### src/rtl/p422_pkg.sv
package p422_pkg;
  localparam int PHASE_W = 2;

  typedef enum logic {
    CAP_NARROW = 1'b0,
    CAP_WIDE   = 1'b1
  } cap_mode_e;

  typedef logic [PHASE_W-1:0] grp_phase_t;

  localparam grp_phase_t PH_FIRST  = 2'd0;
  localparam grp_phase_t PH_SECOND = 2'd1;
  localparam grp_phase_t PH_THIRD  = 2'd2;
  localparam grp_phase_t PH_FOURTH = 2'd3;
endpackage

### src/rtl/p422_seq.sv
module p422_seq
  import p422_pkg::*;
(
  input  logic       clk,
  input  logic       rst_n,
  input  logic       sol,
  input  logic       mode_req,
  output grp_phase_t phase,
  output cap_mode_e  mode_act
);

  always_ff @(posedge clk) begin
    if (!rst_n) begin
      phase    <= PH_FIRST;
      mode_act <= CAP_NARROW;
    end else if (sol) begin
      phase    <= PH_FIRST;
      mode_act <= cap_mode_e'(mode_req);
    end else begin
      phase    <= phase + grp_phase_t'(1);
    end
  end

  AST_MODE_ONLY_AT_SOL: assert property (@(posedge clk) disable iff (!rst_n)
    !sol |=> $stable(mode_act));

endmodule

### src/rtl/p422_capture.sv
module p422_capture
  import p422_pkg::*;
#(
  parameter int DW = 8
) (
  input  logic          clk,
  input  logic          rst_n,
  input  logic          sol,
  input  grp_phase_t    phase,
  input  cap_mode_e     mode_act,
  input  logic [DW-1:0] lo,
  input  logic [DW-1:0] hi,
  output logic [DW-1:0] out_y,
  output logic [DW-1:0] out_cb,
  output logic [DW-1:0] out_cr,
  output logic          out_valid
);

  logic [DW-1:0] cb_hold;
  logic [DW-1:0] y0_hold;
  logic [DW-1:0] y1_hold;
  logic          wide;

  assign wide = (mode_act == CAP_WIDE);

  always_ff @(posedge clk) begin
    if (!rst_n) begin
      cb_hold   <= '0;
      y0_hold   <= '0;
      y1_hold   <= '0;
      out_y     <= '0;
      out_cb    <= '0;
      out_cr    <= '0;
      out_valid <= 1'b0;
    end else if (sol) begin
      out_valid <= 1'b0;
    end else begin
      unique case (phase)
        PH_FIRST: begin
          out_valid <= 1'b0;
          cb_hold   <= wide ? hi : lo;
          if (wide) y0_hold <= lo;
        end
        PH_SECOND: begin
          out_valid <= 1'b0;
          if (!wide) y0_hold <= lo;
        end
        PH_THIRD: begin
          out_valid <= 1'b1;
          out_y     <= y0_hold;
          out_cb    <= cb_hold;
          out_cr    <= wide ? hi : lo;
          if (wide) y1_hold <= lo;
        end
        PH_FOURTH: begin
          out_valid <= 1'b1;
          out_y     <= wide ? y1_hold : lo;
        end
      endcase
    end
  end

  AST_SOL_QUIET: assert property (@(posedge clk) disable iff (!rst_n)
    sol |=> !out_valid);

  AST_PAIR_FOLLOWS: assert property (@(posedge clk) disable iff (!rst_n)
    ($rose(out_valid) && !sol) |=> out_valid);

  AST_PAIR_CHROMA: assert property (@(posedge clk) disable iff (!rst_n)
    (out_valid && $past(out_valid)) |-> ($stable(out_cb) && $stable(out_cr)));

  AST_NO_EARLY_VALID: assert property (@(posedge clk) disable iff (!rst_n)
    out_valid |-> (phase == PH_FOURTH || phase == PH_FIRST));

  AST_IDLE_HOLD: assert property (@(posedge clk) disable iff (!rst_n)
    !out_valid |-> ($stable(out_y) && $stable(out_cb) && $stable(out_cr)));

endmodule

### src/rtl/p422_demux.sv
module p422_demux
  import p422_pkg::*;
#(
  parameter int DW = 8
) (
  input  logic          clk,
  input  logic          rst_n,
  input  logic          mode_sel,
  input  logic          line_start,
  input  logic [DW-1:0] lo_byte,
  input  logic [DW-1:0] hi_byte,
  output logic [DW-1:0] pix_y,
  output logic [DW-1:0] pix_cb,
  output logic [DW-1:0] pix_cr,
  output logic          pix_valid
);

  grp_phase_t phase;
  cap_mode_e  mode_act;

  p422_seq u_seq (
    .clk      (clk),
    .rst_n    (rst_n),
    .sol      (line_start),
    .mode_req (mode_sel),
    .phase    (phase),
    .mode_act (mode_act)
  );

  p422_capture #(.DW(DW)) u_capture (
    .clk       (clk),
    .rst_n     (rst_n),
    .sol       (line_start),
    .phase     (phase),
    .mode_act  (mode_act),
    .lo        (lo_byte),
    .hi        (hi_byte),
    .out_y     (pix_y),
    .out_cb    (pix_cb),
    .out_cr    (pix_cr),
    .out_valid (pix_valid)
  );

endmodule

### config.mk
export PLATFORM = sky130hd
export DESIGN_NAME = p422_demux
export DESIGN_NICKNAME = d
export VERILOG_FILES = /design/src/rtl/p422_pkg.sv /design/src/rtl/p422_seq.sv /design/src/rtl/p422_capture.sv /design/src/rtl/p422_demux.sv
export SDC_FILE = /design/constraint.sdc
export NUM_CORES = 1
export LEC_CHECK = 0
export BUFFER_PORTS_ARGS = -buffer_cell sky130_fd_sc_hd__buf_2
export CAP_MARGIN = 10
export CELL_PAD_IN_SITES_DETAIL_PLACEMENT = 1
export CELL_PAD_IN_SITES_GLOBAL_PLACEMENT = 1
export CORE_UTILIZATION = 35
export DETAILED_ROUTE_END_ITERATION = 7
export PLACE_DENSITY_LB_ADDON = 0.1
export SLEW_MARGIN = 20
export SYNTH_ARGS = -nofsm -noshare
export SYNTH_HDL_FRONTEND = slang
export SYNTH_SLANG_ARGS = --single-unit
### constraint.sdc
create_clock -name clk -period 1.85 [get_ports clk]
set_clock_uncertainty 0.1 [all_clocks]
set_input_delay 0.37 -clock clk [delete_from_list [all_inputs] [get_ports clk]]
set_output_delay 0.37 -clock clk [all_outputs]
set_load 0.05 [all_outputs]
==> metrics.md <==
| Metric | Value |
|---|---|
| Register Area | 0.00104 sq mm |
| Worst-margin pin slew | 0.461 ns |
| Gr usage total | 16.9% |
| Commonest cells after routing, fill and taps aside | nand2_1, dfxtp_1, buf_2 |
| Layout cell share with drive strength beyond 1 | 23.2% |
| Number of routed nets with antenna violations | 0 |
| Resized Gates After CTS | 0 |
| Root buf cell | clkbuf_8 |
| Hold WS | 0.241 ns |
| Yosys warnings | 0 |
| Period utilization | 94.0% |
| GP Congestion | 0.703 |
| P&R area growth vs syn | 17.9% |
| Min-Delay Path Depth | 3 |
| Placed standard-cell area | 0.00253 sq mm |
| Setup TNS | 0 ns |
| WL per Instance | 14.9 microns |
| Max Cap Viol | 0 |
| Hold Path Sink | u_seq.mode_act |
| Floorplan die width | 82.2 microns |
| Synth Net Count | 251 |
| Static Leak | 1.31 nW |
| DRC Markers | 0 |
| Post-Syn Area | 0.00225 sq mm |
| Nets | 295 |
| Worst skew pair latency | 0.30 ns |
| Worst EP required | 1.98 ns |
| PortBufs | 44 |
| Die area | 0.00675 sq mm |
| Final instance area | 0.00265 sq mm |
| Unrepaired setup endpoints after global routing | no |
| CP Capture Type | flop |
| Power per Cell Area | 780 mW/mm^2 |
| CP Max Fanout | 8 |
| Worst EP arrival | 1.87 ns |
| CTS tree | yes |
| Post-CTS setup buffers | 1 |
| Gr ovfl total | 0 |
| Peak VDD IR | 0.000363 V |
| Fin. Hold Viols | 0 |
| Final setup margin | 0.111 ns |
| Number of DRC markers in iteration 0 | 27 |
| H-tree depth | 2 |
| Crit Reg-Reg Endpoint | u_capture.y0_hold[2] |
| Worst r2r src | u_seq.phase[0] |
| Dpl cells | 338 |
| Clock buffer depth | 2 |
| Starting density of the core | 37.1% |
| Io pins | 45 |
| Worst hold path class | input port to flop |
| Number of fill cells | 719 |
| Cell Count, Final, Fillers Out | 346 |
| Critical path class | flop to flop |
| Netlist cell types | 22 |
| Initial antenna violation count | 0 |
| Area of the multi-input gates | 0.00110 sq mm |
| Vias | 1708 |
| Worst-path clk slew | 0.09 ns |
| Max-slew violation count | 0 |
| Worst R2R Path Depth | 6 |
| R2R Setup Slk | 0.11 ns |
| Diode count | 0 |
| Largest net degree at the start of global routing | 26 |
| Commonest non-fill, non-tap cell in the layout | nand2_1 |
| Total CTS buffers | 5 |
| Vias/cell | 4.94 |
| Worst hold start | mode_sel |
| Pre-CTS WS | 0.00305 ns |
| Core area | 0.00606 sq mm |
| CTS sink count | 52 |
| Slew HR | 69.3% |
| CTS Hold Bufs | 0 |
| Fin util | 43.7% |
| Row count | 28 |
| Total power | 2.07 mW |
| Seq/Total Area, Yosys | 46.3% |
| Startpoint types | flop |
| Vias in the first global route | 1779 |
| Syn avg cell area | 9.91 sq um |
| Run status | completed |
| Drt first pass iters | 4 |
| Tmin final | 1.74 ns |
| #FFs+latches synth | 52 |
| Global-route wire length before repair | 8550 microns |
| Final-report setup violation count | 0 |
| FMAX | 575 MHz |
| WL final | 5150 microns |
| Cell count after synthesis | 227 |
| Dpl hpwl | 3790 microns |
| Die height | 82.2 microns |
worst max path at each step:
stage / from / cells past startpoint / endpoint / slack [ns]
after floorplan: u_seq.phase[0] / 5 / u_capture.y0_hold[0] / 0.18
after global placement: u_seq.phase[0] / 5 / u_capture.y0_hold[0] / 0.08
after detailed placement: u_seq.phase[0] / 5 / u_capture.y0_hold[2] / 0.003
after CTS: u_seq.phase[0] / 6 / u_capture.y0_hold[2] / 0.10
after global routing: u_seq.phase[0] / 6 / u_capture.y0_hold[2] / 0.004
final: u_seq.phase[0] / 6 / u_capture.y0_hold[2] / 0.11
cells in the mapped netlist (all sizes together):
master	n	area, sq um
a21boi	8	60.1
a21oi	1	16.3
a32o	8	80.1
buf	11	72.6
clkbuf	5	28.8
dfxtp	52	1040
ha	4	50.1
inv	3	11.3
mux2i	33	330
nand2	56	210
nand2b	11	68.8
nand3b	2	15.0
nor2	4	17.5
nor2b	11	68.8
o211a	16	160
o21a	1	7.51
or3b	1	11.3
sequential cells by signal (all words and copies together), names as in the netlist:
register / count
u_capture.cb_hold: 8
u_capture.out_cb: 8
u_capture.out_cr: 8
u_capture.out_valid: 1
u_capture.out_y: 8
u_capture.y0_hold: 8
u_capture.y1_hold: 8
u_seq.mode_act: 1
u_seq.phase: 2
area by class of cell:
class | instances | area share [%]
clock buffer | 7 | 3.63
inverter | 3 | 0.425
multi-input combinational | 156 | 41.3
sequential | 52 | 39.3
tap | 75 | 3.54
timing repair buffer | 53 | 11.8
per-layer routing:
layer,part of all wire (%),GRT usage [%],routed length (microns)
met5,0,0,0
met4,1.5,5.61,78
met3,3.5,3.63,181
met2,47,28.6,2400
met1,48,21.3,2490
worst max-delay path, cell delays in order, from the launching register on:
cell     delay (ns)
dfxtp_1        0.39
inv_1          0.08
ha_1           0.23
or3b_4         0.39
a21oi_4        0.16
buf_12         0.15
mux2i_1        0.19
report_power, final:
part	internal (mW)	switching (mW)
clock network	0.334	0.348
logic	0.0924	0.128
registers	1.15	0.0163
logic make-up (layout without fill, tap and decap cells):
logic type / after synthesis / after routing / synth area share [%]
simple gates: 85 / 85 / 17.4
flops: 52 / 52 / 46.3
compound gates: 34 / 34 / 14.4
mux: 33 / 33 / 14.7
buf+inv: 19 / 63 / 5.00
fa+ha+maj: 4 / 4 / 2.22
Power figures use the tool's default switching activity.
